===== src/rtl/synth_prog_pkg.sv =====
package synth_prog_pkg;

  localparam int CW_W     = 24;
  localparam int PRE_LEN  = 17;
  localparam int STOP_LEN = 3;
  localparam int MIN_HOLD = 4;

  typedef enum logic [2:0] {
    SQ_IDLE,
    SQ_PRE,
    SQ_BITS,
    SQ_STOP,
    SQ_SETTLE
  } seq_phase_t;

  typedef struct packed {
    logic ln_d;
    logic ln_c;
  } line_t;

  // Wake-up preamble: alternating clock with data high, then a data-low tail.
  function automatic line_t pre_line(input logic [4:0] idx);
    line_t l;
    if (idx < 5'd13) begin
      l.ln_d = 1'b1;
      l.ln_c = idx[0];
    end else begin
      l.ln_d = 1'b0;
      l.ln_c = ~idx[0];
    end
    return l;
  endfunction

  // One data bit: complement first, then true value; clock high at both ends.
  function automatic line_t bit_line(input logic b, input logic [1:0] sub);
    line_t l;
    l.ln_d = sub[1] ? b : ~b;
    l.ln_c = (sub == 2'd0) || (sub == 2'd3);
    return l;
  endfunction

  // Trailer: data high, clock high-low-high.
  function automatic line_t stop_line(input logic [4:0] idx);
    line_t l;
    l.ln_d = 1'b1;
    l.ln_c = (idx != 5'd1);
    return l;
  endfunction

  // Biased divider packing.
  function automatic logic [CW_W-1:0] pack_ctl(input logic [7:0] p,
                                               input logic [6:0] q,
                                               input logic [2:0] m,
                                               input logic [3:0] band,
                                               input logic [2:0] sel);
    logic [7:0] p_b;
    logic [6:0] q_b;
    p_b = p - 8'd3;
    q_b = q - 7'd2;
    return {sel, band, p_b[6:0], m, q_b};
  endfunction

endpackage


===== src/rtl/synth_prog_pack.sv =====
module synth_prog_pack
  import synth_prog_pkg::*;
(
  input  logic            use_fields,
  input  logic [CW_W-1:0] word_in,
  input  logic [7:0]      p_div,
  input  logic [6:0]      q_div,
  input  logic [2:0]      m_div,
  input  logic [3:0]      vco_band,
  input  logic [2:0]      reg_sel,
  output logic [CW_W-1:0] word_out
);

  logic [CW_W-1:0] packed_word;

  always_comb begin
    packed_word = pack_ctl(p_div, q_div, m_div, vco_band, reg_sel);
    word_out    = use_fields ? packed_word : word_in;
  end

endmodule


===== src/rtl/synth_prog_timer.sv =====
module synth_prog_timer
  import synth_prog_pkg::*;
#(
  parameter int HOLD_W = 8
) (
  input  logic              clk,
  input  logic              rst_n,
  input  logic              load,
  input  logic [HOLD_W-1:0] hold_len,
  input  logic              run,
  output logic              tick
);

  localparam logic [HOLD_W-1:0] HOLD_FLOOR = HOLD_W'(MIN_HOLD);

  logic [HOLD_W-1:0] hold_q;
  logic [HOLD_W-1:0] cnt_q;

  assign tick = run && (cnt_q == hold_q - 1'b1);

  always_ff @(posedge clk or negedge rst_n) begin
    if (!rst_n) begin
      hold_q <= HOLD_FLOOR;
      cnt_q  <= '0;
    end else if (load) begin
      hold_q <= (hold_len < HOLD_FLOOR) ? HOLD_FLOOR : hold_len;
      cnt_q  <= '0;
    end else if (run) begin
      cnt_q  <= tick ? '0 : cnt_q + 1'b1;
    end
  end

endmodule


===== src/rtl/synth_prog_seq.sv =====
module synth_prog_seq
  import synth_prog_pkg::*;
#(
  parameter int   SETTLE_CYCLES = 25_000_000,
  parameter logic IDLE_CLK      = 1'b0,
  parameter logic IDLE_DAT      = 1'b1
) (
  input  logic            clk,
  input  logic            rst_n,
  input  logic            start,
  input  logic [CW_W-1:0] word,
  input  logic            tick,
  output logic            shifting,
  output logic            accept,
  output logic            step,
  output logic [CW_W-1:0] cap_word,
  output logic            busy,
  output logic            done,
  output logic            line_c,
  output logic            line_d
);

  localparam int BIT_W = $clog2(CW_W);
  localparam int SET_W = (SETTLE_CYCLES > 1) ? $clog2(SETTLE_CYCLES) : 1;

  seq_phase_t       phase_q, phase_n;
  logic [4:0]       idx_q, idx_n;
  logic [BIT_W-1:0] bit_q, bit_n;
  logic [1:0]       sub_q, sub_n;
  logic [SET_W-1:0] set_q, set_n;
  logic             done_n;
  line_t            line_n;

  assign busy     = (phase_q != SQ_IDLE);
  assign shifting = (phase_q == SQ_PRE) || (phase_q == SQ_BITS) || (phase_q == SQ_STOP);
  assign accept   = start && (phase_q == SQ_IDLE);
  assign step     = tick && shifting;

  always_comb begin
    phase_n = phase_q;
    idx_n   = idx_q;
    bit_n   = bit_q;
    sub_n   = sub_q;
    set_n   = set_q;
    done_n  = 1'b0;
    unique case (phase_q)
      SQ_IDLE: begin
        if (start) begin
          phase_n = SQ_PRE;
          idx_n   = '0;
        end
      end
      SQ_PRE: begin
        if (tick) begin
          if (idx_q == 5'(PRE_LEN - 1)) begin
            phase_n = SQ_BITS;
            bit_n   = '0;
            sub_n   = '0;
          end else begin
            idx_n = idx_q + 5'd1;
          end
        end
      end
      SQ_BITS: begin
        if (tick) begin
          if (sub_q == 2'd3) begin
            sub_n = '0;
            if (bit_q == BIT_W'(CW_W - 1)) begin
              phase_n = SQ_STOP;
              idx_n   = '0;
            end else begin
              bit_n = bit_q + 1'b1;
            end
          end else begin
            sub_n = sub_q + 2'd1;
          end
        end
      end
      SQ_STOP: begin
        if (tick) begin
          if (idx_q == 5'(STOP_LEN - 1)) begin
            phase_n = SQ_SETTLE;
            set_n   = '0;
          end else begin
            idx_n = idx_q + 5'd1;
          end
        end
      end
      SQ_SETTLE: begin
        if (set_q == SET_W'(SETTLE_CYCLES - 1)) begin
          phase_n = SQ_IDLE;
          done_n  = 1'b1;
        end else begin
          set_n = set_q + 1'b1;
        end
      end
      default: phase_n = SQ_IDLE;
    endcase
  end

  always_comb begin
    line_n.ln_d = IDLE_DAT;
    line_n.ln_c = IDLE_CLK;
    unique case (phase_n)
      SQ_PRE:  line_n = pre_line(idx_n);
      SQ_BITS: line_n = bit_line(cap_word[bit_n], sub_n);
      SQ_STOP: line_n = stop_line(idx_n);
      default: ;
    endcase
  end

  always_ff @(posedge clk or negedge rst_n) begin
    if (!rst_n) begin
      phase_q  <= SQ_IDLE;
      idx_q    <= '0;
      bit_q    <= '0;
      sub_q    <= '0;
      set_q    <= '0;
      done     <= 1'b0;
      cap_word <= '0;
      line_c   <= IDLE_CLK;
      line_d   <= IDLE_DAT;
    end else begin
      phase_q <= phase_n;
      idx_q   <= idx_n;
      bit_q   <= bit_n;
      sub_q   <= sub_n;
      set_q   <= set_n;
      done    <= done_n;
      line_c  <= line_n.ln_c;
      line_d  <= line_n.ln_d;
      if (accept) cap_word <= word;
    end
  end

endmodule


===== src/rtl/synth_prog.sv =====
module synth_prog
  import synth_prog_pkg::*;
#(
  parameter int   HOLD_W        = 8,
  parameter int   SETTLE_CYCLES = 25_000_000,
  parameter logic IDLE_CLK      = 1'b0,
  parameter logic IDLE_DAT      = 1'b1
) (
  input  logic              clk,
  input  logic              rst_n,
  input  logic              start,
  input  logic              use_fields,
  input  logic [CW_W-1:0]   word_in,
  input  logic [7:0]        p_div,
  input  logic [6:0]        q_div,
  input  logic [2:0]        m_div,
  input  logic [3:0]        vco_band,
  input  logic [2:0]        reg_sel,
  input  logic [HOLD_W-1:0] hold_len,
  output logic              syn_clk,
  output logic              syn_data,
  output logic              busy,
  output logic              done
);

  logic [CW_W-1:0] word_sel;
  logic [CW_W-1:0] cap_word;
  logic            shifting;
  logic            accept_evt;
  logic            step_evt;
  logic            tick;

  synth_prog_pack u_pack (
    .use_fields (use_fields),
    .word_in    (word_in),
    .p_div      (p_div),
    .q_div      (q_div),
    .m_div      (m_div),
    .vco_band   (vco_band),
    .reg_sel    (reg_sel),
    .word_out   (word_sel)
  );

  synth_prog_timer #(.HOLD_W(HOLD_W)) u_timer (
    .clk      (clk),
    .rst_n    (rst_n),
    .load     (accept_evt),
    .hold_len (hold_len),
    .run      (shifting),
    .tick     (tick)
  );

  synth_prog_seq #(
    .SETTLE_CYCLES (SETTLE_CYCLES),
    .IDLE_CLK      (IDLE_CLK),
    .IDLE_DAT      (IDLE_DAT)
  ) u_seq (
    .clk      (clk),
    .rst_n    (rst_n),
    .start    (start),
    .word     (word_sel),
    .tick     (tick),
    .shifting (shifting),
    .accept   (accept_evt),
    .step     (step_evt),
    .cap_word (cap_word),
    .busy     (busy),
    .done     (done),
    .line_c   (syn_clk),
    .line_d   (syn_data)
  );

endmodule


===== config.mk =====
export PLATFORM = sky130hd
export DESIGN_NAME = synth_prog
export DESIGN_NICKNAME = d
export VERILOG_FILES = /design/src/rtl/synth_prog_pkg.sv /design/src/rtl/synth_prog_pack.sv /design/src/rtl/synth_prog_timer.sv /design/src/rtl/synth_prog_seq.sv /design/src/rtl/synth_prog.sv
export SDC_FILE = /design/constraint.sdc
export NUM_CORES = 1
export LEC_CHECK = 0
export ABC_AREA = 1
export BUFFER_PORTS_ARGS = -buffer_cell sky130_fd_sc_hd__buf_2
export CORE_ASPECT_RATIO = 0.7
export CORE_MARGIN = 5
export CORE_UTILIZATION = 30
export CTS_CLUSTER_DIAMETER = 40
export DETAILED_ROUTE_END_ITERATION = 7
export GPL_ROUTABILITY_DRIVEN = 0
export PLACE_DENSITY = 0.54
export SYNTH_ARGS = -nofsm -noshare
export SYNTH_HDL_FRONTEND = slang
export SYNTH_SLANG_ARGS = --single-unit

===== constraint.sdc =====
create_clock -name clk -period 4.7 [get_ports clk]
set_input_delay 0.94 -clock clk [delete_from_list [all_inputs] [get_ports clk]]
set_output_delay 0.94 -clock clk [all_outputs]
set_load 0.05 [all_outputs]

==> After elaboration in Yosys (flattened, before gate mapping) <==
Index checks and enable logic that the tools add are counted.
{ "totals": {"reg_bits": 83} }
{ "classes": {"n_addsub": 8, "n_lt_le_gt_ge": 3, "eq_ne": 18, "mux": 46, "bitwise_logic": 2, "n_reduce_logical": 11} }
{ "ops": {"columns": ["operator", "count"], "rows": [
  ["two-way mux 25 bit", 3],
  ["two-way mux 5 bit", 13],
  ["one-hot mux 25 bit (2 select lines)", 1],
  ["two-way mux 8 bit", 4],
  ["two-way mux 3 bit", 9],
  ["adder 25 x 1 -> 25 bit, second input constant", 1],
  ["equality test 25 bit, second input constant", 1],
  ["two-way mux 24 bit", 1],
  ["one-hot mux 5 bit (4 select lines)", 1],
  ["one-hot mux 3 bit (5 select lines)", 1],
  ["subtractor 7 x 2 -> 7 bit, second input constant", 2],
  ["equality test 3 x 2 -> 1 bit, second input constant", 4],
  ["adder 5 x 1 -> 5 bit, second input constant", 2],
  ["equality test 5 bit, second input constant", 2],
  ["two-way mux 2 bit", 5],
  ["one-hot mux 5 bit (2 select lines)", 1],
  ["adder 8 x 1 -> 8 bit, second input constant", 1],
  ["equality test 8 bit", 1],
  ["less-than comparator 8 x 3 -> 1 bit, second input constant", 1],
  ["subtractor 8 x 1 -> 8 bit, second input constant", 1],
  ["equality test 3 x 1 -> 1 bit, second input constant", 2],
  ["less-than comparator 5 x 6 -> 1 bit, second input constant", 1],
  ["inequality test 2 bit, second input constant", 3],
  ["one-hot mux 2 bit (3 select lines)", 1],
  ["other kinds (17)", 26]
]} }

==> Logic depth before layout (Yosys ltp) <==
Gate-level depths: netlist of the first run.
{ "logic_depth": {"ltp_word": 11, "ltp_mapped": 26, "depth_no_buf": 25} }

==> Modules after synthesis <==
From an unflattened synthesis of the first run, not the netlist that was laid out.
{ "hier_totals": {"cells_unflattened": 797, "area_unflattened_um2": 5601.6} }
{ "by_module_without_submodules": {"columns": ["module", "n_inst", "cells_each", "area_each_um2", "seq_area_each_um2"], "rows": [
  ["synth_prog_seq", 1, 529, 4002.6, 1677.9],
  ["synth_prog_timer", 1, 158, 1102.3, 401.6],
  ["synth_prog_pack", 1, 110, 496.7, 0.0]
]} }

==> Worst setup path after synthesis of the first run <==
No wires, ideal clock.
{ "synth_timing": {"path_type": "reg2reg", "startpoint": "register u_timer.hold_q[0]", "endpoint": "register u_seq.set_q[24]", "setup_ps": 141, "t_arrival_ps": 2472, "path_slack_ps": 2087, "path_stages_with_launch": 21, "path_buffers": 0, "period_less_slack_ps": 2613, "cell_sequence": "dfrtp_1 > inv_2 > ha_1 > nand2_1 > nor2_2 > nand2_1 > nand2_1 > nand3_1 > nor2_2 > nand2_2 > o21ai_2 > inv_2 > nor2_4 > nand2_2 > nor3_4 > nand4_2 > inv_2 > nand2_2 > nor2_2 > nand2_1 > nor3b_2"} }
{ "synth_via": {"elab_chain_len": 5} }
{ "synth_lines": {"columns": ["item", "line_no", "source"], "rows": [
  ["from (decl)", "synth_prog_timer.sv:16", "logic [HOLD_W-1:0] hold_q;"],
  ["from (signal assigned)", "synth_prog_timer.sv:26", "hold_q <= (hold_len < HOLD_FLOOR) ? HOLD_FLOOR : hold_len;"],
  ["subtractor 8 x 1 -> 8 bit", "synth_prog_timer.sv:19", "assign tick = run && (cnt_q == hold_q - 1'b1);"],
  ["equality test 8 bit", "synth_prog_timer.sv:19", null],
  ["logical AND 1 bit", "synth_prog_timer.sv:19", null],
  ["inequality test 2 bit (no line)", null, null],
  ["AND reduction 4 bit (no line)", null, null],
  ["to (signal assigned)", "synth_prog_seq.sv:128", "set_q <= set_n;"],
  ["to (decl)", "synth_prog_seq.sv:30", "logic [SET_W-1:0] set_q, set_n;"]
]} }
No other way between the ends.
A chain may end at the register's enable or synchronous reset.

==> Worst setup path in the final report of the first run <==
{ "layout_timing": {"startpoint": "register u_timer.hold_q[0]", "endpoint": "register u_seq.set_q[22]"} }
The elaborated chain is that of the path after synthesis.

==> results_dict.tcl, run 1 <==
set metrics [dict create \
    fin_crit_sh_pct 70.3 \
    dr_total_vias 4770 \
    hp-class "reg2reg" \
    fmax_mhz 303 \
    syn-cell-area_mm2 0.00522 \
    core-area_mm2 0.0171 \
    synthFlopType "dfrtp_1" \
    grt_pass1_wl_um 22400 \
    cts.clk_slew.worst_paths_ns 0.07 \
    area_growth_pct 17.0 \
    cp_max_fo 11 \
    ys_seq_area_share_pct 39.8 \
    start_util_pct 30.5 \
    first_pass_iters 4 \
    place_area_mm2 0.00580 \
    path_class "reg2reg" \
    synthCells 728 \
    finClkSkew_ns 0.0102 \
    seqCellArea_mm2 0.00208 \
    routed_wl_um 12900 \
    relSlewSlack_pct 61.1 \
    grt_setup_unrepaired "no" \
    layout-drive-gt1-share_pct 15.1 \
    rows 40 \
    dp_cells 1011 \
    cts_buffer_depth 2 \
    viasPerCell 4.64 \
    place_hpwl_um 9970 \
    cts_resized 0 \
    hold_viol_final 0 \
    cts-root-buf "clkbuf_16" \
    n_antenna_cell 0 \
    yosys_warnings 0 \
    worstSkewPairLatency_ns 0.34 \
    synth-edff-count 0 \
    grt_pass1_vias 4522 \
    fin_cells 1027 \
    die_w_um 168 \
    leakage_nw 2.92 \
    post-route-min-period_ns 3.31 \
    status "finished, final reports clean" \
    groute.usage.overall_pct 13.3 \
    power_density_mw_per_mm2 511 \
    htreeDepth 3 \
    fill_cells 1840 \
    cts_buffers 9 \
    synth-seq-cells 83 \
    die-height_um 120 \
    port_buffers 63 \
    ios 65 \
    grt_start_max_net_pins 48 \
    startpoint_type "flip-flop" \
    worstPathRequired_ns 4.96 \
    finalNetCount 862 \
    finalPower_mw 3.12 \
    die_area_mm2 0.0202 \
    ant_nets 0 \
    arrival_ns 3.57 \
    syn-num-nets 799 \
    drv_cap 0 \
    hold_buffers 0 \
    multi_input_area_mm2 0.00270 \
    drt_iter0_markers 307 \
    tritoncts "done" \
    tightest_slew_ns 0.584 \
    ir_drop_mv 0.191 \
    cts.sinks 83 \
    wl_per_cell_um 12.6 \
    syn_avg_cell_area_um2 7.17 \
    final_area_mm2 0.00611 \
    cts_setup_buffers 0 \
    setup_violations 0 \
    grt-ovfl-total 0 \
    slew_violations 0 \
    drcViolationCount 0 \
    yosysUniqueCellTypes 43 \
    async_reset_ff_share_pct 100 \
    end_kind "flip-flop" \
    antenna_found_initial 0 \
    setup_tns_ns 0 \
]
## stage by stage
step / worst slack [ns] / hold slack (ns) / util [%]
2_1_floorplan: 2.09 / 0.443 / -
3_3_place_gp: 1.43 / 0.472 / 33.9
3_5_place_dp: 1.42 / 0.470 / 33.9
4_1_cts: 1.39 / 0.489 / 35.7
5_1_grt: 0.863 / 0.510 / 35.7
6_report: 1.39 / 0.483 / 35.7
## path summary, 6_finish.rpt
| path | startpoint | endpoint | slack (ns) | depth (start not counted) |
|---|---|---|---|---|
| worst max register to register | u_timer.hold_q[0]$_DFFE_PN0P_ | u_seq.set_q[22]$_DFFE_PN0P_ | 1.39 | 18 |
| worst min register to register | u_seq.cap_word[20]$_DFFE_PN0P_ | u_seq.cap_word[20]$_DFFE_PN0P_ | 0.48 | 2 |
| min in group asynchronous | rst_n | u_timer.hold_q[4]$_DFFE_PN0P_ | 0.57 | 1 |
| worst min-delay path | u_seq.cap_word[20]$_DFFE_PN0P_ | u_seq.cap_word[20]$_DFFE_PN0P_ | 0.48 | 2 |
| max in group asynchronous | rst_n | u_seq.line_c$_DFF_PN0_ | 3.14 | 2 |
| worst max-delay path | u_timer.hold_q[0]$_DFFE_PN0P_ | u_seq.set_q[22]$_DFFE_PN0P_ | 1.39 | 18 |
## power by group
part / leakage [nW] / switching [mW] / internal (mW) / total, mW
sequential: 1.09 / 0.166 / 0.928 / 1.09
combinational: 1.68 / 0.848 / 0.444 / 1.29
clock: 0.152 / 0.315 / 0.421 / 0.736
## layout make-up
type / count / share of cell area, %
multi-input cells: 530 / 44.2
flip-flops and latches: 83 / 34.0
inverters: 98 / 6.04
repair buffers: 69 / 5.94
well taps: 231 / 4.73
clock buffers: 9 / 3.69
clock inverters: 7 / 1.39
## critical path, stage by stage, from the launching register on
cell,delay (ns)
dfrtp_1,0.38
inv_2,0.10
ha_1,0.22
nand2_1,0.11
nor2_2,0.13
nand2_1,0.07
nand2_1,0.06
nand3_1,0.10
nor2_2,0.22
nand2_2,0.21
o21ai_2,0.23
inv_2,0.10
nor2_4,0.25
nand2_2,0.14
nor3_4,0.22
nand4_2,0.17
nor3_1,0.26
o21ai_0,0.11
a21oi_1,0.14
## layer usage
metal / up-vias / GRT usage (%) / part of all wire (%)
met5: - / 0 / 0
met4: 0 / 2.74 / 0.78
met3: 8 / 2.65 / 4.1
met2: 78 / 17.8 / 39
met1: 2152 / 21.6 / 56
li1: 2532 / - / -
## cells in the mapped netlist (10+ instances only)
| library cell | n | area (um^2) |
|---|---|---|
| nor2_1 | 82 | 308 |
| a21oi_1 | 22 | 110 |
| inv_2 | 11 | 41.3 |
| xor2_1 | 13 | 114 |
| nand4_1 | 11 | 68.8 |
| o31ai_1 | 14 | 105 |
| nand3_1 | 72 | 360 |
| o21ai_0 | 43 | 215 |
| clkbuf_1 | 12 | 45.0 |
| dfrtp_1 | 81 | 2030 |
| inv_1 | 85 | 319 |
| ha_1 | 10 | 125 |
| nand2_1 | 171 | 642 |
| nor3_1 | 21 | 105 |
## flip-flops by register name (all words and copies together) (netlist names)
signal / count
u_seq.line_d: 1
u_seq.bit_q: 5
u_seq.line_c: 1
u_seq.set_q: 25
u_seq.phase_q: 3
u_timer.cnt_q: 8
u_timer.hold_q: 8
u_seq.idx_q: 5
u_seq.sub_q: 2
u_seq.done: 1
u_seq.cap_word: 24
## placed cells by master (no fill, tap or decap), types with 3 or more instances in the layout
cell	count
xnor2_1	9
nor2_1	82
o211ai_1	4
nor2_2	8
xor2_1	13
nand3_1	72
inv_2	11
buf_4	7
clkbuf_16	9
ha_1	10
a21oi_1	22
nand2_2	4
o31ai_1	14
nor3_1	21
dfrtp_1	81
clkinv_4	4
o21a_1	3
nor4_1	8
nand4_1	11
o22ai_1	7
o21ai_0	43
nand2_1	171
o21ai_1	8
buf_2	62
inv_1	85
## kinds of logic after synthesis
group	count (synthesis)	synth area share [%]
AND/OR/NAND/NOR	386	33.0
buffers and inverters	115	8.46
AO/OA/AOI/OAI	112	12.6
flip-flops	83	39.8
XOR/XNOR	22	3.69
adder cells (fa/ha/maj)	10	2.40
No activity file was read; power rests on OpenSTA's default activity.
==> run 2: changes to the inputs <==
clock period = 3.45 ns   (was 4.7 ns; I/O delays follow)
==> results_dict.tcl, run 2 (synthesis results as in run 1) <==
set metrics [dict create \
    hold_viol_final 0 \
    hp-class "in2async" \
    hold_buffers 0 \
    setup_violations 0 \
    arrival_ns 3.33 \
    die-height_um 120 \
    routed_wl_um 13100 \
    post-route-min-period_ns 3.06 \
    cts_resized 0 \
    grt_start_max_net_pins 48 \
    cts_setup_buffers 0 \
    die_w_um 168 \
    drt_iter0_markers 300 \
    grt-ovfl-total 0 \
    leakage_nw 2.95 \
    groute.usage.overall_pct 13.5 \
    cp_max_fo 8 \
    r2r_cells 22 \
    end_kind "flip-flop" \
    worstSkewPairLatency_ns 0.35 \
    final_cell_mix "nand2_1, inv_1, nor2_1" \
    n_antenna_cell 0 \
    place_hpwl_um 9980 \
    setup_tns_ns 0 \
    postLayoutSetupSlackWorst_ns 0.387 \
    wl_per_cell_um 12.7 \
    worstPathRequired_ns 3.72 \
    relSlewSlack_pct 61.7 \
    grt_setup_unrepaired "no" \
    first_pass_iters 5 \
    start_util_pct 30.5 \
    largest-register "u_seq.set_q" \
    core-area_mm2 0.0171 \
    grt_pass1_wl_um 22800 \
    htreeDepth 3 \
    grt_pass1_vias 4596 \
    viasPerCell 4.66 \
    layout-drive-gt1-share_pct 15.7 \
    antenna_found_initial 0 \
    fin_crit_sh_pct 88.8 \
    path_class "reg2reg" \
    fmax_mhz 326 \
    dp_slack_ns 0.264 \
    startpoint_type "flip-flop" \
    tightest_slew_ns 0.569 \
    port_buffers 63 \
    final_area_mm2 0.00616 \
    ir_drop_mv 0.346 \
    finalNetCount 867 \
    final_common_cell "nand2_1" \
    ant_nets 0 \
    cts.sinks 83 \
    finClkSkew_ns 0.0146 \
    ios 65 \
    status "finished, final reports clean" \
    tritoncts "done" \
    area_growth_pct 18.1 \
    top_regs "u_seq.set_q (25), u_seq.cap_word (24)" \
    rows 40 \
    cts_buffer_depth 2 \
    dr_total_vias 4809 \
    power_density_mw_per_mm2 692 \
    cts_buffers 9 \
    place_area_mm2 0.00585 \
    cts-root-buf "clkbuf_16" \
    cts.clk_slew.worst_paths_ns 0.07 \
    largest_register_ffs 25 \
    drv_cap 0 \
    drcViolationCount 0 \
    die_area_mm2 0.0202 \
    slew_violations 0 \
]
run 2: area by class of cell:
class,instances,area [um^2]
inverters,98,370
clock buffers,9,225
well taps,231,289
repair buffers,74,413
fillers,1825,11000
multi-input cells,530,2720
flip-flops and latches,83,2080
clock inverters,7,66.3
run 2: final timing paths:
| check | from | end | slack (ns) |
|---|---|---|---|
| min reg2reg | u_seq.set_q[22]$_DFFE_PN0P_ | u_seq.set_q[22]$_DFFE_PN0P_ | 0.49 |
| min in group clk | u_seq.set_q[22]$_DFFE_PN0P_ | u_seq.set_q[22]$_DFFE_PN0P_ | 0.49 |
| min | rst_n | u_timer.hold_q[5]$_DFFE_PN0P_ | 0.32 |
| max in group asynchronous | rst_n | u_seq.line_d$_DFF_PN1_ | 2.44 |
| max | u_timer.hold_q[0]$_DFFE_PN0P_ | u_seq.set_q[21]$_DFFE_PN0P_ | 0.39 |
| max reg2reg | u_timer.hold_q[0]$_DFFE_PN0P_ | u_seq.set_q[21]$_DFFE_PN0P_ | 0.39 |
run 2: per-stage QoR:
| step | hold slack (ns) | power [mW] | instances | util (%) |
|---|---|---|---|---|
| 2_1_floorplan | 0.394 | 2.80 | 728 | - |
| 3_3_place_gp | 0.472 | 3.29 | 1016 | 34.2 |
| 3_5_place_dp | 0.474 | 3.31 | 1016 | 34.2 |
| 4_1_cts | 0.333 | 4.29 | 1032 | 35.9 |
| 5_1_grt | 0.352 | 4.67 | 1032 | 36.0 |
| 6_report | 0.317 | 4.27 | 1032 | 36.0 |
run 2: routing by layer:
| metal | share of wire, % | up-vias | track usage [%] |
|---|---|---|---|
| met3 | 5.1 | 4 | 2.81 |
| li1 | - | 2536 | - |
| met2 | 39 | 106 | 18.4 |
| met5 | 0 | - | 0 |
| met1 | 56 | 2163 | 21.6 |
| met4 | 0.67 | 0 | 2.89 |
run 2: worst max-delay path, stage by stage (launching register included):
cell and delay [ns]:
dfrtp_1 0.38, inv_2 0.11, ha_2 0.22, nand2_1 0.09
nor2_2 0.13, nand2_1 0.07, nand2_1 0.06, nand3_1 0.15
nor2_4 0.20, nand2_4 0.12, o21ai_4 0.18, inv_2 0.09
nor2_4 0.19, nand2_2 0.09, inv_2 0.10, nand3_4 0.08
nor3_4 0.18, nand3_2 0.13, nor2_2 0.15, nand2_1 0.09
nand2_1 0.06, nand2_1 0.04, nor2_1 0.08
run 2: power by group:
part / switching (mW) / internal (mW)
combinational: 1.18 / 0.632
sequential: 0.234 / 1.26
clock: 0.446 / 0.509
total: 1.86 / 2.41
